--- src/rtl/lru_age_pkg.sv ---
package lru_age_pkg;

    // Access kinds reported by the cache controller.
    typedef enum logic [1:0] {
        ACC_NONE = 2'b00,
        ACC_HIT  = 2'b01,
        ACC_FILL = 2'b10,
        ACC_REPL = 2'b11
    } acc_kind_e;

endpackage

--- src/rtl/lru_set_next.sv ---
// Next-state rule for one set: ages and valid bits after one access.
module lru_set_next
    import lru_age_pkg::*;
#(
    parameter int WAYS  = 4,
    parameter int AGE_W = 2,
    parameter int WAY_W = 2
) (
    input  logic                      en,
    input  acc_kind_e                 kind,
    input  logic [WAY_W-1:0]          way,
    input  logic [WAYS-1:0]           vld_q,
    input  logic [WAYS-1:0][AGE_W-1:0] age_q,
    output logic [WAYS-1:0]           vld_d,
    output logic [WAYS-1:0][AGE_W-1:0] age_d
);

    logic [AGE_W-1:0] ref_age;

    always_comb begin
        vld_d   = vld_q;
        age_d   = age_q;
        ref_age = age_q[way];
        if (en) begin
            case (kind)
                ACC_FILL: begin
                    for (int i = 0; i < WAYS; i++) begin
                        if (WAY_W'(i) == way) begin
                            vld_d[i] = 1'b1;
                            age_d[i] = '0;
                        end else if (vld_q[i]) begin
                            age_d[i] = AGE_W'(age_q[i] + 1'b1);
                        end
                    end
                end
                ACC_HIT, ACC_REPL: begin
                    // Only lines younger than the touched one move up.
                    for (int i = 0; i < WAYS; i++) begin
                        if (WAY_W'(i) == way) begin
                            age_d[i] = '0;
                        end else if (vld_q[i] && (age_q[i] < ref_age)) begin
                            age_d[i] = AGE_W'(age_q[i] + 1'b1);
                        end
                    end
                end
                default: ;
            endcase
        end
    end

endmodule

--- src/rtl/lru_victim_sel.sv ---
// Picks the way to use next: lowest invalid way, else the oldest line.
module lru_victim_sel #(
    parameter int WAYS  = 4,
    parameter int AGE_W = 2,
    parameter int WAY_W = 2
) (
    input  logic [WAYS-1:0]            vld,
    input  logic [WAYS-1:0][AGE_W-1:0] age,
    output logic [WAY_W-1:0]           victim,
    output logic                       free
);

    localparam logic [AGE_W-1:0] OLDEST = AGE_W'(WAYS - 1);

    logic found;

    always_comb begin
        free   = ~&vld;
        victim = '0;
        found  = 1'b0;
        if (free) begin
            for (int i = 0; i < WAYS; i++) begin
                if (!vld[i] && !found) begin
                    victim = WAY_W'(i);
                    found  = 1'b1;
                end
            end
        end else begin
            for (int i = 0; i < WAYS; i++) begin
                if (age[i] == OLDEST) begin
                    victim = WAY_W'(i);
                end
            end
        end
    end

endmodule

--- src/rtl/lru_age_tracker.sv ---
module lru_age_tracker
    import lru_age_pkg::*;
#(
    parameter int  NUM_SETS = 16,
    parameter int  NUM_WAYS = 4,
    localparam int SET_W    = $clog2(NUM_SETS),
    localparam int WAY_W    = $clog2(NUM_WAYS),
    localparam int AGE_W    = $clog2(NUM_WAYS)
) (
    input  logic                      clk,
    input  logic                      rst_n,
    input  logic [1:0]                acc_kind,
    input  logic [SET_W-1:0]          acc_set,
    input  logic [WAY_W-1:0]          acc_way,
    input  logic [SET_W-1:0]          probe_set,
    output logic [WAY_W-1:0]          victim_way,
    output logic                      free_avail,
    output logic [NUM_WAYS-1:0]       probe_valid,
    output logic [NUM_WAYS*AGE_W-1:0] probe_age
);

    typedef struct packed {
        logic [NUM_WAYS-1:0]            vld;
        logic [NUM_WAYS-1:0][AGE_W-1:0] age;
    } set_st_t;

    typedef struct packed {
        set_st_t [NUM_SETS-1:0] sets;
    } trk_st_t;

    trk_st_t   state_d, state_q;
    acc_kind_e kind;

    logic [NUM_WAYS-1:0]            nxt_vld [NUM_SETS];
    logic [NUM_WAYS-1:0][AGE_W-1:0] nxt_age [NUM_SETS];

    assign kind = acc_kind_e'(acc_kind);

    // One update slice per set; only the addressed one is enabled.
    for (genvar s = 0; s < NUM_SETS; s++) begin : g_set
        lru_set_next #(
            .WAYS  (NUM_WAYS),
            .AGE_W (AGE_W),
            .WAY_W (WAY_W)
        ) u_next (
            .en    (acc_set == SET_W'(s)),
            .kind  (kind),
            .way   (acc_way),
            .vld_q (state_q.sets[s].vld),
            .age_q (state_q.sets[s].age),
            .vld_d (nxt_vld[s]),
            .age_d (nxt_age[s])
        );
    end

    always_comb begin
        state_d = state_q;
        for (int s = 0; s < NUM_SETS; s++) begin
            state_d.sets[s].vld = nxt_vld[s];
            state_d.sets[s].age = nxt_age[s];
        end
    end

    always_ff @(posedge clk or negedge rst_n) begin
        if (!rst_n) begin
            state_q <= '0;
        end else begin
            state_q <= state_d;
        end
    end

    set_st_t probe_st;
    assign probe_st    = state_q.sets[probe_set];
    assign probe_valid = probe_st.vld;
    assign probe_age   = probe_st.age;

    lru_victim_sel #(
        .WAYS  (NUM_WAYS),
        .AGE_W (AGE_W),
        .WAY_W (WAY_W)
    ) u_pick (
        .vld    (probe_st.vld),
        .age    (probe_st.age),
        .victim (victim_way),
        .free   (free_avail)
    );

    // ------------------------------------------------------------------
    // Checks. Record of the last access, kept for the assertions only.
    acc_kind_e        last_kind_q;
    logic [SET_W-1:0] last_set_q;
    logic [WAY_W-1:0] last_way_q;

    always_ff @(posedge clk or negedge rst_n) begin
        if (!rst_n) begin
            last_kind_q <= ACC_NONE;
            last_set_q  <= '0;
            last_way_q  <= '0;
        end else begin
            last_kind_q <= kind;
            last_set_q  <= acc_set;
            last_way_q  <= acc_way;
        end
    end

    set_st_t seen_st;
    assign seen_st = state_q.sets[last_set_q];

    logic [NUM_WAYS-1:0] below_mask;
    assign below_mask = (NUM_WAYS'(1) << victim_way) - NUM_WAYS'(1);

    // a filled way is valid and youngest afterwards.
    p_fill_young_r2: assert property (@(posedge clk) disable iff (!rst_n)
        (last_kind_q == ACC_FILL) |-> (seen_st.vld[last_way_q] && seen_st.age[last_way_q] == '0));

    // a hit leaves the touched line youngest.
    p_hit_young_r3: assert property (@(posedge clk) disable iff (!rst_n)
        (last_kind_q == ACC_HIT) |-> (seen_st.age[last_way_q] == '0));

    // a replaced line is youngest afterwards.
    p_repl_young_r7: assert property (@(posedge clk) disable iff (!rst_n)
        (last_kind_q == ACC_REPL) |-> (seen_st.age[last_way_q] == '0));

    // a full set nominates its oldest line.
    p_full_oldest_r5: assert property (@(posedge clk) disable iff (!rst_n)
        !free_avail |-> (probe_st.age[victim_way] == AGE_W'(NUM_WAYS - 1)));

    // with a gap, the nominee is invalid and every lower way is valid.
    p_free_lowest_r6: assert property (@(posedge clk) disable iff (!rst_n)
        free_avail |-> (!probe_valid[victim_way] && ((probe_valid & below_mask) == below_mask)));

    for (genvar s = 0; s < NUM_SETS; s++) begin : g_chk
        // sets not addressed, and idle cycles, leave state untouched.
        p_other_stable_r8: assert property (@(posedge clk) disable iff (!rst_n)
            ((acc_set != SET_W'(s)) || (kind == ACC_NONE)) |=> $stable(state_q.sets[s]));

        for (genvar a = 0; a < NUM_WAYS; a++) begin : g_a
            for (genvar b = a + 1; b < NUM_WAYS; b++) begin : g_b
                // valid lines of one set never share an age.
                p_distinct_age_r4: assert property (@(posedge clk) disable iff (!rst_n)
                    (state_q.sets[s].vld[a] && state_q.sets[s].vld[b])
                        |-> (state_q.sets[s].age[a] != state_q.sets[s].age[b]));
            end
        end
    end

endmodule

--- config.mk ---
export PLATFORM = sky130hd
export DESIGN_NAME = lru_age_tracker
export DESIGN_NICKNAME = d
export VERILOG_FILES = /design/src/rtl/lru_age_pkg.sv /design/src/rtl/lru_set_next.sv /design/src/rtl/lru_victim_sel.sv /design/src/rtl/lru_age_tracker.sv
export SDC_FILE = /design/constraint.sdc
export NUM_CORES = 1
export LEC_CHECK = 0
export CORE_MARGIN = 10
export CORE_UTILIZATION = 45
export DETAILED_ROUTE_END_ITERATION = 8
export HOLD_SLACK_MARGIN = 0.03
export SYNTH_ARGS = -nofsm -noshare
export SYNTH_HDL_FRONTEND = slang
export SYNTH_SLANG_ARGS = --single-unit
--- constraint.sdc ---
create_clock -name clk -period 3.1 [get_ports clk]
set_input_delay 0.775 -clock clk [delete_from_list [all_inputs] [get_ports clk]]
set_output_delay 0.775 -clock clk [all_outputs]
set_load 0.005 [all_outputs]
; Yosys cells after proc, flatten, opt, wreduce, memory -nomap -nowiden
; Index checks and enable logic that the tools add are counted.
[classes]
addsub = 64
magnitude_cmp = 66
n_eq_ne = 152
muxes = 319
n_reduce_logical = 207
[ops]
columns = op, count
row1 = $mux W2, 277
row2 = $reduce_and A4 Y1, 65
row3 = $pmux W8 S2, 16
row4 = $ne A3 B1 Y1 const B, 64
row5 = $ne A3 B2 Y1 const B, 64
row6 = $reduce_and A3 Y1, 64
row7 = $add A2 B1 Y2 const B, 64
row8 = $lt A2 B2 Y1, 64
row9 = $logic_and A1 B1 Y1, 67
row10 = $bmux W2 S2, 16
row11 = $bmux W12 S4, 1
row12 = $eq A4 B4 Y1 const B, 8
row13 = $eq A4 B3 Y1 const B, 4
row14 = $mux W12, 1
row15 = $eq A2 B2 Y1 const B, 5
row16 = $eq A4 B2 Y1 const B, 2
row17 = $mux W1, 8
row18 = $logic_not A1 Y1, 7
row19 = $lt A4 B5 Y1 const B, 1
row20 = $eq A2 B2 Y1 const A, 2
row21 = $eq A4 B1 Y1 const B, 1
row22 = $logic_not A4 Y1, 1
row23 = $lt A2 B3 Y1 const B, 1
row24 = $eq A1 B2 Y1 const A, 1
row25 = 4 further kinds, 4
[word_totals]
regBits = 192
input_bits = 14
output_inout_bits = 15

; Logic depth before layout (Yosys ltp)
; Gate-level depths: netlist of run 1.
[depth]
ltp_word = 16
mapped_depth = 14

; By module
; A second synthesis of run 1 with hierarchy kept.
[hier_totals]
cells_unflattened = 1990
hier_area_um2 = 17653.2
[modules_own_cells]
columns = mod, n_inst, cells_each, area_each_um2, seq_area_each_um2
row1 = lru_set_next (g_set[0].u_next ...), 11, 106, 709.4, 0.0
row2 = lru_age_tracker, 1, 316, 6391.1, 4804.6
row3 = lru_set_next (g_set[6].u_next ...), 4, 100, 664.4, 0.0
row4 = lru_set_next (g_set[5].u_next), 1, 99, 725.7, 0.0
row5 = lru_victim_sel, 1, 9, 75.1, 0.0

; Worst setup path after synthesis of run 1
; OpenSTA, ideal clock, no wires.
[synth_path]
kind = input-to-reg
start = input acc_way[0]
end = register state_q[150] (netlist bit)
setup_ns = 0.127
arrival_ns = 3.215
slack_ns = -0.242
cell_stages = 12
n_path_buf = 5
path_cell_list = buf_6 -> buf_12 -> buf_12 -> buf_4 -> buf_2 -> mux4_2 -> inv_1 -> ha_1 -> o21ai_1 -> a21oi_1 -> or3_1 -> mux2_1
[synth_between]
elab_chain_cells = 6
word_cells_on_any_way = 11
cone_classes = order compare: 1 / eq/ne: 3 / mux: 5 / reduce/logical: 2
[synth_rtl]
columns = element, line
row1 = start: declaration, lru_age_tracker.sv:14  ; input logic [WAY_W-1:0] acc_way,
row2 = $bmux W2 S2, lru_set_next.sv:23  ; ref_age = age_q[way];
row3 = $mux W2 (not written as such), lru_set_next.sv:23
row4 = $lt A2 B2 Y1, lru_set_next.sv:41  ; end else if (vld_q[i] && (age_q[i] < ref_age)) begin
row5 = $logic_and A1 B1 Y1, lru_set_next.sv:41
row6 = $ne A3 B1 Y1 (no source line), --
row7 = $reduce_and A4 Y1 (no source line), --
row8 = end signal: assignment, lru_age_tracker.sv:68  ; state_q <= state_d;
row9 = end: declaration, lru_age_tracker.sv:31  ; trk_st_t state_d, state_q;
; Parallel ways exist; a longest one is shown, timed or not. The select of a mux whose other input is x is not followed.
; A chain may end at the register's enable or synchronous reset.

; Worst setup path in the final report of run 1
[layout_path]
start = input probe_set[0]
end = output victim_way[0]
[layout_between]
elab_chain_cells = 16
word_cells_on_any_way = 28
cone_classes = eq/ne: 3 / mux: 15 / reduce/logical: 10
[layout_rtl]
columns = element, line
row1 = start: declaration, lru_age_tracker.sv:15  ; input logic [SET_W-1:0] probe_set,
row2 = $bmux W12 S4 *, lru_age_tracker.sv:73  ; assign probe_st = state_q.sets[probe_set];
row3 = $mux W12 (not written as such) *, lru_age_tracker.sv:73
row4 = $mux W1, lru_victim_sel.sv:23  ; if (!vld[i] && !found) begin
row5 = $mux W1, lru_victim_sel.sv:21  ; if (free) begin
row6 = $logic_not A1 Y1, lru_victim_sel.sv:23
row7 = $logic_and A1 B1 Y1, lru_victim_sel.sv:23
row8 = $mux W1, lru_victim_sel.sv:23
row9 = $mux W1, lru_victim_sel.sv:21
row10 = $logic_not A1 Y1, lru_victim_sel.sv:23
row11 = $logic_and A1 B1 Y1, lru_victim_sel.sv:23
row12 = $mux W1, lru_victim_sel.sv:23
row13 = $mux W1, lru_victim_sel.sv:21
row14 = $logic_not A1 Y1, lru_victim_sel.sv:23
row15 = $logic_and A1 B1 Y1, lru_victim_sel.sv:23
row16 = $mux W2, lru_victim_sel.sv:23
row17 = $mux W2 *, lru_victim_sel.sv:21
row18 = end: declaration, lru_age_tracker.sv:16  ; output logic [WAY_W-1:0] victim_way,
; Mark *: on every way between the ends. The rest lies on a longest branch, timed or not. The select of a mux whose other input is x is not followed.

==> flow_summary.yaml, run 1 <==
place:
  pre_cts_ws_ns: -0.732
  dpl-instance-area_um2: 15600
  dpl.hpwl_um: 36400
  place.gp.congestion: 0.978
  portBuffers: 28
hold_path:
  min_path_type: "input pin to async pin"
floorplanning:
  fp.dieArea_um2: 37700
  coreArea_um2: 29800
  row_count: 63
  dieHeight_um: 194
  die_x_um: 194
  start_util_pct: 45.8
  boundaryPins: 29
logic_synthesis:
  synth_warnings: 0
  ys_ff_latch: 192
  ys.flop_type: "dfrtp_1"
  synth_nets: 1417
  syn_area_um2: 13700
  synth_area_leaders: "dfrtp_1 35%, mux4_2 12%, ha_1 5.9%, o21ai_0 5.6%, mux2_2 3.8%"
  synth.distinct_cells: 69
  synth_top_area_share_pct: 35.2
  avgSynthCellArea_um2: 10.2
  ys_seq_area_share_pct: 35.2
  synth_area_leader_cell: "dfrtp_1"
  synthCells: 1339
  synth_edf_count: 0
  synthArstFlopShare_pct: 100
grt:
  grt_usage_pct: 25.2
  grt_max_degree: 63
  antenna_found_initial: 1
  overflow: 0
  first_global_vias: 11967
  grt_pass1_wl_um: 73900
clock_network:
  cts_tree: "built"
  clk_latency_ns: 0.46
  cts_hold_buffers: 0
  cts_max_level: 4
  numClockSinks: 192
  cts_buffers: 17
  cts_root_buf: "clkbuf_16"
  clkTransAtPathRegs_ns: 0.08
  clockBufferDepth: 2
critical_path:
  crit_path_max_fanout: 7
  crit_path_start: "probe_set[0]"
  path_cells: "buf_16 -> buf_8 -> buf_12 -> mux4_2 -> a22oi_2 -> nand2_2 -> nand3_2 -> a41oi_2 -> buf_2"
  critPathArrivalTime_ns: 2.40
  worstRegToRegCells: 8
  r2r_start: "state_q[185]"
  endpoint_kind: "output pin"
  reg2reg_slack_ns: 0.77
  critPathSlowestCell: "mux4_2"
  worstPathRequired_ns: 2.32
  r2r_end: "state_q[186]"
  critPathKind: "input pin to output pin"
  slowest_delay_ns: 0.54
  worstSetupStartpointType: "input pin"
timing:
  setup_violations: 2
  final_max_slew_viol_count: 0
  hold_viol_final: 0
  rsz0062_at_grt: "yes"
  layout_min_cycle_time_ns: 3.17
  tightestPinTransition_ns: 1.12
  hold_ws_ns: 0.306
  max_freq_ghz: 0.315
  fin_skew_ns: 0.0120
  tns_ns: -0.114
  fin_ws_ns: -0.0706
  slew_headroom_pct: 25.2
  finalCritPeriodShare_pct: 102
cells_and_area:
  area_growth_pct: 20.2
  final_common_cell: "dfrtp_1"
  reg_top3: "state_q (192)"
  final_cell_mix: "192 x dfrtp_1, 165 x buf_4, 152 x o21ai_0"
  design_area_um2: 16400
  top_register: "state_q"
  layout-drive-gt1-share_pct: 28.4
  layout.nets: 1576
  largest_register_ffs: 192
power:
  ir_worst_vdd_mv: 0.439
  p_leak_nw: 7.16
  switching_share_pct: 38.5
  powerDensity_nw_per_um2: 616
  p_seq_share_pct: 40.5
  p_sw_mw: 3.89
  combPwrFrac_pct: 37.1
  power.share.clock_pct: 22.5
  internal-power_mw: 6.22
drt:
  ant_nets: 0
  vias: 12358
  drt_iter0_drc: 1640
  drc: 0
  dr.pass1.iters: 5
  routedWlPerCell_um: 25.4
  vias_per_cell: 6.50
  postRouteWirelength_um: 48400
status:
  status: "finished, violations left"
  failed_checks: "setup timing"
run:
  cap_violations: 0
[area by class of cell]
class / count / area (µm²)
clock buffer: 18 / 439
sequential: 192 / 4800
tap: 390 / 488
multi-input combinational: 1018 / 8350
clock inverter: 14 / 145
antenna: 1 / 2.50
fill: 2598 / 13400
timing repair buffer: 220 / 2000
inverter: 49 / 184
[synthesized netlist by cell type, drive strengths merged, types with 33 or more instances]
library cell	n
mux2	58
nand2	86
o21ai	169
dfrtp	192
buf	56
a22oi	37
mux4	74
a21o	46
a21oi	89
nand2b	33
nand3b	33
nor2	85
inv	49
ha	64
[repair_timing]
action	in CTS	in global routing
setup endpoints to repair	15	10
setup buffers	10	1
cloned	1	0
pin swaps	21	11
gates resized for setup	83	18
[metal layers]
metal	wire length, µm	vias to the layer above	GRT usage [%]
li1	-	5430	-
met3	3890	135	4.50
met5	0	-	0
met4	1960	0	10.4
met1	20300	6218	33.6
met2	22200	575	39.5
[through the flow]
stage	utilization [%]	std cells	power [mW]
2_1_floorplan	-	1339	6.02
3_3_place_gp	52.3	1857	7.64
3_5_place_dp	52.3	1857	7.74
4_1_cts	55.0	1900	10.0
5_1_grt	55.1	1901	10.7
6_report	55.1	1902	10.1
[logic make-up after synthesis]
kind of cell | share of synthesized area (%)
AOI/OAI and AO/OA | 22.0
and+or+nand+nor | 13.5
DFF | 35.2
muxes | 18.8
buffers and inverters | 4.63
adders and majority gates | 5.86
[worst max-delay path: cells and delay by family]
kind                   cells  cell delay (ns)
and+or+nand+nor            2             0.22
AOI/OAI and AO/OA          2             0.36
muxes                      1             0.54
buffers and inverters      4             0.49
[power by group through the flow]
stage / clock network (mW) / logic (mW) / registers [mW]
after floorplan: 0 / 2.35 / 3.67
after global placement: 0 / 3.54 / 4.09
after detailed placement: 0 / 3.65 / 4.08
after CTS: 2.29 / 3.70 / 4.04
after global routing: 2.38 / 4.17 / 4.11
final: 2.27 / 3.75 / 4.09
[how the worst max path moves through the flow]
stage	endpoint	slack [ns]	depth (start not counted)
3_3_place_gp	victim_way[0]	-0.67	8
5_1_grt	victim_way[0]	-0.11	7
4_1_cts	victim_way[1]	-0.12	7
3_5_place_dp	victim_way[1]	-0.73	8
6_report	victim_way[0]	-0.07	9
2_1_floorplan	state_q[126]	0.003	12
Note: power is estimated with default switching activity, not from simulation.
==> run 2: changes to the inputs <==
--- a/config.mk
+++ b/config.mk
@@ -8,7 +8,9 @@
 export CORE_MARGIN = 10
 export CORE_UTILIZATION = 45
 export DETAILED_ROUTE_END_ITERATION = 8
+export GPL_ROUTABILITY_DRIVEN = 0
 export HOLD_SLACK_MARGIN = 0.03
 export SYNTH_ARGS = -nofsm -noshare
 export SYNTH_HDL_FRONTEND = slang
+export SYNTH_HIERARCHICAL = 1
 export SYNTH_SLANG_ARGS = --single-unit
==> flow_summary.yaml, run 2 <==
critical_path:
  critPathKind: "input pin to output pin"
  path_common_cell: "buf_12"
  critPathSlowestCell: "mux4_2"
  path_cells: "buf_12 -> buf_12 -> buf_8 -> mux4_2 -> a22oi_2 -> nand2_2 -> buf_6 -> a41oi_4 -> buf_2"
  critPathArrivalTime_ns: 2.53
  worstPathRequired_ns: 2.32
  endpoint_kind: "output pin"
  reg2reg_slack_ns: 0.63
  crit_path_max_fanout: 6
  worstSetupStartpointType: "input pin"
  slowest_delay_ns: 0.52
  r2r_start: "state_q[135]"
  crit_path_start: "probe_set[0]"
grt:
  antenna_found_initial: 2
  grt_pass1_wl_um: 93300
  first_global_vias: 16409
  grt_max_degree: 73
  overflow: 0
  grt_usage_pct: 24.6
floorplanning:
  dieHeight_um: 218
  start_util_pct: 45.6
  row_count: 72
  coreArea_um2: 38700
  die_x_um: 218
  fp.dieArea_um2: 47600
  boundaryPins: 29
power:
  powerDensity_nw_per_um2: 349
  ir_worst_vdd_mv: 0.391
  p_leak_nw: 8.59
place:
  pre_cts_ws_ns: -0.745
  dpl-instance-area_um2: 20100
  dpl.hpwl_um: 44000
  portBuffers: 28
  dp_cells: 2712
timing:
  slew_headroom_pct: 41.7
  layout_min_cycle_time_ns: 3.30
  fin_ws_ns: -0.205
  fin_skew_ns: 0.00927
  tns_ns: -0.599
  setup_violations: 8
  rsz0062_at_grt: "yes"
  max_freq_ghz: 0.303
  hold_viol_final: 0
  hold_ws_ns: 0.237
  tightestPinTransition_ns: 0.869
  finalCritPeriodShare_pct: 107
  final_max_slew_viol_count: 0
drt:
  vias_per_cell: 6.28
  drc: 0
  dr.pass1.iters: 6
  postRouteWirelength_um: 58800
  vias: 17340
  drt_iter0_drc: 1618
  routedWlPerCell_um: 21.3
  ant_nets: 0
cells_and_area:
  diodes: 0
  reg_top3: "state_q (192)"
  layout.nets: 2309
  area_growth_pct: 19.3
  layout-drive-gt1-share_pct: 23.7
  final_common_cell: "buf_4"
  top_register: "state_q"
  final_cell_mix: "275 x buf_4, 192 x dfrtp_1, 186 x nand2_1"
  stdcell_count: 2762
  largest_register_ffs: 192
  design_area_um2: 21100
logic_synthesis:
  synth-simple-area-share_pct: 25.6
  synth_xor_area_share_pct: 1.89
  synth_compound_area_share_pct: 24.4
  yosys-top-cells-count: "195 x nand2_1, 192 x dfrtp_1, 136 x o21ai_0"
  synth_area_leader_cell: "dfrtp_1"
  synth_fa_ha_area_share_pct: 4.54
  synth.distinct_cells: 68
  avgSynthCellArea_um2: 8.87
  ys.flop_type: "dfrtp_1"
  synth_top_family_by_area: "simple AND/OR/NAND/NOR gates"
  synthArstFlopShare_pct: 100
  ys_ff_latch: 192
  synth.most_common_cell: "nand2_1"
  synth_mux_area_share_pct: 11.1
  ys_seq_area_share_pct: 27.2
  synth_area_leaders: "dfrtp_1 27%, mux4_2 6.3%, ha_1 4.5%, nand2_1 4.1%, o21ai_0 3.9%"
  synth_top_area_share_pct: 27.2
  synth_warnings: 6
  synth_nets: 2068
  syn_area_um2: 17700
  synth_edf_count: 0
  synthCells: 1990
clock_network:
  cts_root_buf: "clkbuf_16"
  cts_tree: "built"
  clockBufferDepth: 2
  cts_max_level: 4
  numClockSinks: 192
  cts_hold_buffers: 0
  clk_latency_ns: 0.49
  clkTransAtPathRegs_ns: 0.07
  cts_buffers: 17
run:
  cap_violations: 0
status:
  status: "finished, violations left"
  failed_checks: "setup timing"
hold_path:
  min_path_type: "input pin to async pin"
## run 2: cell types whose count changed in the layout (fill, tap and decap cells not counted), moves of 41 or more
cell      delta
buf_4      +110
nand2_1    +108
nor2b_1     +72
nand2b_1    +62
nor3_1      +57
nand3_1     +45
o21bai_1    +42
a21o_1      -41
## run 2: path summary, 6_finish.rpt
| check | endpoint | cells after the start |
|---|---|---|
| max reg2reg | state_q[137] | 8 |
| min in group clk | state_q[97] | 1 |
| min reg2reg | state_q[97] | 1 |
| max in group asynchronous | state_q[79] | 2 |
| max | victim_way[0] | 9 |
| min | state_q[147] | 1 |
## run 2: final cells by class
cell class	count	area (µm²)
fill	3561	17700
sequential	192	4800
inverter	65	244
clock inverter	10	111
timing repair buffer	327	2740
tap	518	648
multi-input combinational	1628	12000
clock buffer	22	464
## run 2: through the flow
| stage | power, mW | utilization, % |
|---|---|---|
| final | 7.35 | 54.4 |
| after global routing | 7.67 | 54.4 |
| after CTS | 7.36 | 54.3 |
| after detailed placement | 4.96 | 51.9 |
| after global placement | 4.93 | 51.9 |
| after floorplan | 4.07 | - |
## run 2: repair_timing
action                                  in CTS  in global routing
cloned                                       2                  0
endpoints found under the setup margin      15                 15
setup buffers                               19                  4
pin swaps                                   24                 19
gates resized for setup                    110                 26
## run 2: cell families (layout without fill, tap and decap cells)
kind of cell	Yosys count	in the layout
adder cells (fa/ha/maj)	64	64
flip-flops	192	192
AND/OR/NAND/NOR	793	793
multiplexers	107	107
XOR/XNOR	38	38
buffers and inverters	170	424
AO/OA/AOI/OAI	626	626
## run 2: worst max-delay path: cells and delay by family
family	cells	cell delay [ns]
buffers and inverters	5	0.69
muxes	1	0.52
AOI/OAI and AO/OA	2	0.42
and+or+nand+nor	1	0.11
## run 2: routing by layer
layer  GRT usage, %  vias to the layer above  part of all wire (%)
met5              0                        -                 0.039
met4           11.8                        4                   4.1
met3           4.37                      118                   6.2
met2           38.0                      602                    46
met1           32.6                     8527                    44
li1               -                     8089                     -
## run 2: report_power, final
group | internal [mW] | total [mW] | leakage (nW) | switching, mW
clock | 1.22 | 2.30 | 0.276 | 1.08
sequential | 2.69 | 2.97 | 2.57 | 0.280
combinational | 0.988 | 2.09 | 5.75 | 1.10
